## config.mk

```make
export PLATFORM = sky130hd
export DESIGN_NAME = chr_bank_mirror_ctl
export DESIGN_NICKNAME = d
export VERILOG_FILES = /design/src/rtl/chr_map_pkg.sv /design/src/rtl/chr_wr_decode.sv /design/src/rtl/chr_bank_regs.sv /design/src/rtl/chr_window_mux.sv /design/src/rtl/nt_mirror_sel.sv /design/src/rtl/chr_bank_mirror_ctl.sv
export SDC_FILE = /design/constraint.sdc
export NUM_CORES = 1
export LEC_CHECK = 0
export ABC_CLOCK_PERIOD_IN_PS = 3740
export BUFFER_PORTS_ARGS = -buffer_cell sky130_fd_sc_hd__buf_2
export CELL_PAD_IN_SITES_DETAIL_PLACEMENT = 1
export CELL_PAD_IN_SITES_GLOBAL_PLACEMENT = 2
export CORE_MARGIN = 5
export CORE_UTILIZATION = 35
export DETAILED_ROUTE_END_ITERATION = 7
export PLACE_DENSITY = 0.77
export SETUP_SLACK_MARGIN = 0.15
export SYNTH_ARGS = -nofsm -noshare
export SYNTH_HDL_FRONTEND = slang
export SYNTH_SLANG_ARGS = --single-unit
export TNS_END_PERCENT = 1
```

## constraint.sdc

```tcl
create_clock -name clk -period 3.74 [get_ports clk]
set_clock_uncertainty 0.1 [all_clocks]
set_input_delay 1.122 -clock clk [delete_from_list [all_inputs] [get_ports clk]]
set_output_delay 1.122 -clock clk [all_outputs]
set_load 0.02 [all_outputs]
```

## src/rtl/chr_map_pkg.sv

```systemverilog
package chr_map_pkg;

   typedef enum logic [1:0] {
      MIR_VERT   = 2'd0,
      MIR_HORZ   = 2'd1,
      MIR_ONE_LO = 2'd2,
      MIR_ONE_HI = 2'd3
   } mirror_e;

   // Bank number after the optional wiring shift
   function automatic logic [7:0] shift_bank(input logic [7:0] raw, input logic drop);
      return drop ? {1'b0, raw[7:1]} : raw;
   endfunction

   // Effective mirroring mode for the selected variant
   function automatic mirror_e eff_mode(input logic [1:0] raw, input logic reduced);
      return reduced ? mirror_e'({1'b0, raw[0]}) : mirror_e'(raw);
   endfunction

endpackage

```

## src/rtl/chr_wr_decode.sv

```systemverilog
module chr_wr_decode #(
   parameter int          ADDR_W      = 16,
   parameter int          NUM_WIN     = 8,
   parameter logic [3:0]  FIRST_PAGE  = 4'hB,
   parameter logic [15:0] MIRROR_ADDR = 16'h9000
) (
   input  logic               cpu_we,
   input  logic [ADDR_W-1:0]  cpu_addr,
   output logic [NUM_WIN-1:0] bank_we,
   output logic               hi_half,
   output logic               mir_we
);
   localparam int PAGES = NUM_WIN / 2;

   if ((NUM_WIN % 2) != 0) begin : g_bad_count
      $error("chr_wr_decode: NUM_WIN must be even");
   end
   if ((int'(FIRST_PAGE) + PAGES) > 16) begin : g_bad_page
      $error("chr_wr_decode: bank pages run past the top of the address space");
   end
   if (ADDR_W != 16) begin : g_bad_width
      $error("chr_wr_decode: ADDR_W must be 16");
   end

   logic [3:0] page;
   logic [3:0] rel;
   logic       mid_zero;
   logic       in_win;

   assign page     = cpu_addr[ADDR_W-1 -: 4];
   assign rel      = page - FIRST_PAGE;
   assign mid_zero = (cpu_addr[ADDR_W-5:2] == '0);
   assign in_win   = cpu_we && (page >= FIRST_PAGE) && (rel < 4'(PAGES)) && mid_zero;
   assign hi_half  = cpu_addr[0];
   assign mir_we   = cpu_we && (cpu_addr == MIRROR_ADDR);

   for (genvar k = 0; k < NUM_WIN; k++) begin : g_sel
      assign bank_we[k] = in_win && (rel == 4'(k / 2)) && (cpu_addr[1] == 1'(k % 2));
   end
endmodule

```

## src/rtl/chr_bank_regs.sv

```systemverilog
module chr_bank_regs #(
   parameter int NUM_WIN = 8,
   parameter int NIB_W   = 4,
   localparam int BANK_W = 2 * NIB_W
) (
   input  logic                      clk,
   input  logic                      rst_n,
   input  logic [NUM_WIN-1:0]        bank_we,
   input  logic                      hi_half,
   input  logic [NIB_W-1:0]          wdata,
   output logic [NUM_WIN*BANK_W-1:0] bank_flat
);
   for (genvar k = 0; k < NUM_WIN; k++) begin : g_bank
      logic [BANK_W-1:0] bank_q;

      always_ff @(posedge clk or negedge rst_n) begin
         if (!rst_n) begin
            bank_q <= '0;
         end else if (bank_we[k]) begin
            if (hi_half) bank_q[BANK_W-1:NIB_W] <= wdata;
            else         bank_q[NIB_W-1:0]      <= wdata;
         end
      end

      assign bank_flat[k*BANK_W +: BANK_W] = bank_q;
   end
endmodule

```

## src/rtl/chr_window_mux.sv

```systemverilog
module chr_window_mux #(
   parameter int NUM_WIN = 8,
   parameter int BANK_W  = 8,
   parameter int OFS_W   = 10,
   localparam int IDX_W  = $clog2(NUM_WIN),
   localparam int PAT_W  = IDX_W + OFS_W,
   localparam int CHR_W  = BANK_W + OFS_W
) (
   input  logic [NUM_WIN*BANK_W-1:0] bank_flat,
   input  logic [PAT_W-1:0]          ppu_addr,
   input  logic                      drop_low_bit,
   output logic [CHR_W-1:0]          chr_addr
);
   if (BANK_W != 8) begin : g_bad_bank
      $error("chr_window_mux: the shift helper expects 8-bit bank numbers");
   end

   logic [IDX_W-1:0]  win_idx;
   logic [BANK_W-1:0] raw_bank;
   logic [BANK_W-1:0] eff_bank;

   assign win_idx  = ppu_addr[OFS_W +: IDX_W];
   assign raw_bank = bank_flat[win_idx*BANK_W +: BANK_W];
   assign eff_bank = chr_map_pkg::shift_bank(raw_bank, drop_low_bit);
   assign chr_addr = {eff_bank, ppu_addr[OFS_W-1:0]};
endmodule

```

## src/rtl/nt_mirror_sel.sv

```systemverilog
module nt_mirror_sel
   import chr_map_pkg::*;
(
   input  logic       clk,
   input  logic       rst_n,
   input  logic       mir_we,
   input  logic [1:0] wdata,
   input  logic       mirror_reduced,
   input  logic       nt_a10,
   input  logic       nt_a11,
   output logic [1:0] mir_q,
   output logic       ciram_a10
);
   mirror_e mode;

   always_ff @(posedge clk or negedge rst_n) begin
      if (!rst_n)      mir_q <= 2'd0;
      else if (mir_we) mir_q <= wdata;
   end

   assign mode = eff_mode(mir_q, mirror_reduced);

   always_comb begin
      unique case (mode)
         MIR_VERT:   ciram_a10 = nt_a10;
         MIR_HORZ:   ciram_a10 = nt_a11;
         MIR_ONE_LO: ciram_a10 = 1'b0;
         MIR_ONE_HI: ciram_a10 = 1'b1;
         default:    ciram_a10 = nt_a10;
      endcase
   end
endmodule

```

## src/rtl/chr_bank_mirror_ctl.sv

```systemverilog
module chr_bank_mirror_ctl #(
   parameter int          ADDR_W      = 16,
   parameter int          NUM_WIN     = 8,
   parameter int          NIB_W       = 4,
   parameter int          OFS_W       = 10,
   parameter logic [3:0]  FIRST_PAGE  = 4'hB,
   parameter logic [15:0] MIRROR_ADDR = 16'h9000,
   localparam int BANK_W = 2 * NIB_W,
   localparam int IDX_W  = $clog2(NUM_WIN),
   localparam int PAT_W  = IDX_W + OFS_W,
   localparam int CHR_W  = BANK_W + OFS_W
) (
   input  logic              clk,
   input  logic              rst_n,
   input  logic              cpu_we,
   input  logic [ADDR_W-1:0] cpu_addr,
   input  logic [NIB_W-1:0]  cpu_wdata,
   input  logic              drop_low_bit,
   input  logic              mirror_reduced,
   input  logic [PAT_W-1:0]  ppu_addr,
   output logic [CHR_W-1:0]  chr_addr,
   output logic              ciram_a10
);
   if (OFS_W < 12 - 0 - 2 || PAT_W < 12) begin : g_bad_ofs
      $error("chr_bank_mirror_ctl: PPU address must reach bit 11 for mirroring");
   end

   logic [NUM_WIN-1:0]        bank_we;
   logic                      hi_half;
   logic                      mir_we;
   logic [NUM_WIN*BANK_W-1:0] bank_flat;
   logic [1:0]                mir_q;

   chr_wr_decode #(
      .ADDR_W(ADDR_W), .NUM_WIN(NUM_WIN),
      .FIRST_PAGE(FIRST_PAGE), .MIRROR_ADDR(MIRROR_ADDR)
   ) u_dec (
      .cpu_we(cpu_we), .cpu_addr(cpu_addr),
      .bank_we(bank_we), .hi_half(hi_half), .mir_we(mir_we)
   );

   chr_bank_regs #(.NUM_WIN(NUM_WIN), .NIB_W(NIB_W)) u_regs (
      .clk(clk), .rst_n(rst_n), .bank_we(bank_we), .hi_half(hi_half),
      .wdata(cpu_wdata), .bank_flat(bank_flat)
   );

   chr_window_mux #(.NUM_WIN(NUM_WIN), .BANK_W(BANK_W), .OFS_W(OFS_W)) u_mux (
      .bank_flat(bank_flat), .ppu_addr(ppu_addr),
      .drop_low_bit(drop_low_bit), .chr_addr(chr_addr)
   );

   nt_mirror_sel u_mir (
      .clk(clk), .rst_n(rst_n), .mir_we(mir_we), .wdata(cpu_wdata[1:0]),
      .mirror_reduced(mirror_reduced), .nt_a10(ppu_addr[10]), .nt_a11(ppu_addr[11]),
      .mir_q(mir_q), .ciram_a10(ciram_a10)
   );
endmodule

```

* Yosys cells after proc, flatten, opt, wreduce, memory -nomap -nowiden
Index checks and enable logic that the tools add are counted.
Operators by class: add/sub/neg operators 1, multipliers 0, divide/modulo/power cells 0, magnitude comparators 2, equality and inequality tests 7, shifts and indexed selects 1, muxes and demuxes 3, bitwise logic cells 2, reductions and logical operators 35
Operators with widths (number):
- $shiftx A64 B7 Y8 | 1
- $reduce_and A2 Y1 | 16
- $eq A16 B16 Y1 const B | 1
- $logic_and A1 B1 Y1 | 16
- $logic_not A10 Y1 | 1
- $eq A4 B2 Y1 const B | 2
- $mux W8 | 1
- $eq A2 B2 Y1 const B | 2
- $eq A4 B1 Y1 const B | 1
- $ge A4 B4 Y1 const B | 1
- $logic_not A4 Y1 | 1
- $lt A4 B3 Y1 const B | 1
- $pmux W1 S4 | 1
- $sub A4 B4 Y4 const B | 1
- $eq A2 B1 Y1 const B | 1
- $logic_not A2 Y1 | 1
- $mux W2 | 1
- $not A1 Y1 | 2
Storage, ports and cells: register bits after elaboration 66, latch bits 0, memory bits (writable) 0, memory bits (read-only) 0, input bits 38, output and inout port bits 19, word-level logic and storage cells 68, memories kept 0

* Depth between registers and ports, before layout
word-level depth 7, gate-level depth with buffers 5, gate-level depth less buffers 4

* By module
A second synthesis with hierarchy kept.
Second synthesis, totals: cell total of the unflattened synthesis 229, area, all modules 3390.8 µm²
By module, submodules not included:
- chr_bank_regs | times used 1, cells each 150, area each 2494.9 µm², sequential area each 1601.5 µm²
- chr_window_mux | times used 1, cells each 48, area each 659.4 µm², sequential area each 0.0 µm²
- chr_wr_decode | times used 1, cells each 21, area each 141.4 µm², sequential area each 0.0 µm²
- nt_mirror_sel | times used 1, cells each 10, area each 95.1 µm², sequential area each 50.0 µm²

* Least setup slack after synthesis
Ideal clock, no wire load.
path kind input to output, start point in ppu_addr[10], end point out chr_addr[16], data arrival time 2.727 ns, setup slack -0.209 ns, cell stages on the path 5, path buffers 2, cells stage by stage clkbuf_1 buf_2 mux4_2 mux2i_1 mux2i_1
Between the ends: word-level cells in the longest chain between the ends 2
RTL lines:
- start, declared | line chr_bank_mirror_ctl.sv:20 | input logic [PAT_W-1:0] ppu_addr,
- $shiftx A64 B7 Y8 | line chr_window_mux.sv:23 | assign raw_bank = bank_flat[win_idx*BANK_W +: BANK_W];
- $mux W8 | line chr_map_pkg.sv:12 | return drop ? {1'b0, raw[7:1]} : raw;
- end, declared | line chr_bank_mirror_ctl.sv:21 | output logic [CHR_W-1:0] chr_addr,
No other way between the ends.

* Final worst setup path
start point in ppu_addr[11], end point out chr_addr[10]
Same word-level chain as after synthesis.

==> results.sh <==
export IMPL_multi_input_area_um2=1640
export IMPL_p_leak_nw=1.85
export IMPL_die_w_um=108
export IMPL_end_kind="primary output"
export IMPL_clk_pin_slew_ps=70
export IMPL_drt_pass1_iter_count=4
export IMPL_port_buffers=36
export IMPL_place_ws_ps=25.1
export IMPL_rsz0062_at_grt="true"
export IMPL_slew_headroom_pct=35.2
export IMPL_hp_class="flip-flop to flip-flop"
export IMPL_critPathLaunchType="primary input"
export IMPL_path_max_fanout=3
export IMPL_ys_flop_type="dfrtp_1"
export IMPL_maxUsedRoutingLayer="met4"
export IMPL_dr_wl_met2_um=4320
export IMPL_drv_cap=0
export IMPL_postSynthNetCount=265
export IMPL_yosys_area_share_xor_xnor_pct=0
export IMPL_ys_seq_area_share_pct=49.4
export IMPL_ys_top_cells_by_area="dfrtp_1, mux2_2, mux4_2, mux2i_1, buf_4"
export IMPL_min_from="u_regs.g_bank[7].bank_q[0]"
export IMPL_synth_top_area_share_pct=49.4
export IMPL_insertion_delay_ps=340
export IMPL_synth_compound_area_share_pct=0.711
export IMPL_synthAdderAreaFrac_pct=0
export IMPL_grt_ovfl_total=0
export IMPL_tritoncts="done"
export IMPL_drive_gt1_share_pct=65.3
export IMPL_slew_viol_final=0
export IMPL_m1WireLength_um=3320
export IMPL_dieArea_um2=11600
export IMPL_synth_distinct_cells=33
export IMPL_grt_pass1_wl_um=12800
export IMPL_synth_top_family_by_area="multiplexers"
export IMPL_worst_slew_pin_slew_ps=971
export IMPL_synth_top_cell_by_area="dfrtp_1"
export IMPL_total_power_mw=1.38
export IMPL_final_cells=397
export IMPL_finalSetupViolCount=0
export IMPL_wl_per_cell_um=20.0
export IMPL_synth_top_cells_by_count="dfrtp_1, mux2_2, mux4_2, mux2i_1"
export IMPL_seq_area_um2=1650
export IMPL_dp_cells=381
export IMPL_ys_ff_latch=66
export IMPL_setup_ws_ps=139
export IMPL_clockRootBuffer="clkbuf_8"
export IMPL_viasPerCell=5.10
export IMPL_r2r_start="u_mir.mir_q[0]"
export IMPL_dp_hpwl_um=5830
export IMPL_core_rowCount=35
export IMPL_arrival_ps=2380
export IMPL_clock_fmax_mhz=278
export IMPL_track_usage_pct=14.9
export IMPL_power_density_nw_per_um2=347
export IMPL_hold_viol=0
export IMPL_async_flop_share_pct=100
export IMPL_clkSinkCount=66
export IMPL_diodes=0
export IMPL_status="finished, final reports clean"
export IMPL_route_vias_total=2023
export IMPL_drcViolationCount=0
export IMPL_htreeDepth=3
export IMPL_synthMostInstantiatedCell="dfrtp_1"
export IMPL_areaGrowthSynthToFinish_pct=18.7
export IMPL_yosysWarnings=0
export IMPL_synthesis_instances=227
export IMPL_fin_setup_tns_ps=0
export IMPL_wl_met3_um=238
export IMPL_min_period_ps=3600
export IMPL_synth_edf_count=0
export IMPL_antenna_found_initial=0
export IMPL_ir_drop_mv=0.254
export IMPL_grt_max_degree=44
export IMPL_grt_pass1_vias=2384
export IMPL_die_y_um=108
export IMPL_avgSynthCellArea_um2=14.7
export IMPL_nFillCells=965
export IMPL_synth_mux_area_share_pct=37.1
export IMPL_crit_start="ppu_addr[11]"
export IMPL_drt_wl_total_um=7940
export IMPL_timing_final_crit_share_pct=96.3
export IMPL_core_area_um2=9280
export IMPL_place_gp_congestion=0.799
export IMPL_required_ps=2520
export IMPL_antenna_left=0
export IMPL_critPathKind="primary input to primary output"
export IMPL_nets=302
export IMPL_start_util_pct=36.0
export IMPL_first_iter_violations=82
export IMPL_num_io_pins=57
export IMPL_yosys_area_share_simple_pct=8.72
export IMPL_numCtsBuffers=9
export IMPL_clock_path_buffers=2
export IMPL_synth_area_um2=3340
-- worst max-delay path: stages --
cell,delay (ps)
buf_2,140
mux4_2,500
nor2b_1,160
a211oi_2,210
a21oi_2,70
buf_4,180
-- cell families (layout without fill, tap and decap cells) --
family                 count (synthesis)  in the layout
buffers and inverters                 26             67
flip-flops                            66             66
multiplexers                          95             95
AND/OR/NAND/NOR                       36             36
AO/OA/AOI/OAI                          4              4
-- what timing repair did --
action | 4_1_cts | 5_1_grt
setup endpoints to repair | 8 | 7
hold endpoints to repair | 0 | 0
resized for setup | 15 | 0
hold buffers | 0 | 0
pin swaps | 1 | 0
buffers inserted | 1 | 0
-- layout make-up --
cell class	count	share of cell area, %
Clock buffer	13	4.51
Clock inverter	2	0.252
Sequential cell	66	41.6
Timing Repair Buffer	49	7.94
Inverter	3	0.284
Tap cell	129	4.07
Multi-Input combinational cell	135	41.3
-- layout by cell type (no fill, tap or decap), types with 2 or more instances in the layout --
cell type  instances
mux2_4             2
nor4_2             4
mux2i_4            3
inv_1              2
buf_8              2
nand4_1            2
nand2b_1           2
nor4_1             2
dfrtp_1           66
nand3_1            3
buf_4             14
or4_1              3
mux4_2            16
nor3_1             2
mux2i_2           10
or3_4              2
clkbuf_8          13
nor2b_1            2
buf_2             32
clkinv_2           2
nor3_2             4
nand2_1            2
mux2_2            64
-- layer usage --
metal  GRT usage, %  up-vias
met5              0        -
li1               -      919
met1           17.7     1063
met3           3.78        8
met2           26.8       33
met4           3.70        0
-- registers in the layout, indices dropped and copies added (netlist names) --
register / flops
u_mir.mir_q: 2
u_regs.g_bank.bank_q: 64
-- worst paths after layout --
check / cells past startpoint / endpoint / slack, ps
setup / recovery: 6 / chr_addr[10] / 140
hold / removal: 1 / u_regs.g_bank[7].bank_q[0] / 400
setup reg to reg: 1 / u_mir.mir_q[0] / 2850
hold reg to reg: 1 / u_regs.g_bank[7].bank_q[0] / 400
max in group asynchronous: 2 / u_regs.g_bank[0].bank_q[4] / 1930
min in group asynchronous: 1 / u_regs.g_bank[7].bank_q[2] / 840
-- power breakdown --
group / internal, mW / switching (mW)
registers: 0.714 / 0.000136
clock network: 0.307 / 0.258
logic: 0.0364 / 0.0600
-- through the flow --
step | utilization (%) | hold slack [ps] | cell area, um^2
after floorplan | - | 374 | 3400
after global placement | 39.9 | 385 | 3700
after detailed placement | 39.9 | 391 | 3700
after CTS | 42.7 | 408 | 3970
after global routing | 42.7 | 419 | 3970
final | 42.7 | 404 | 3970
Power figures use the tool's default switching activity.
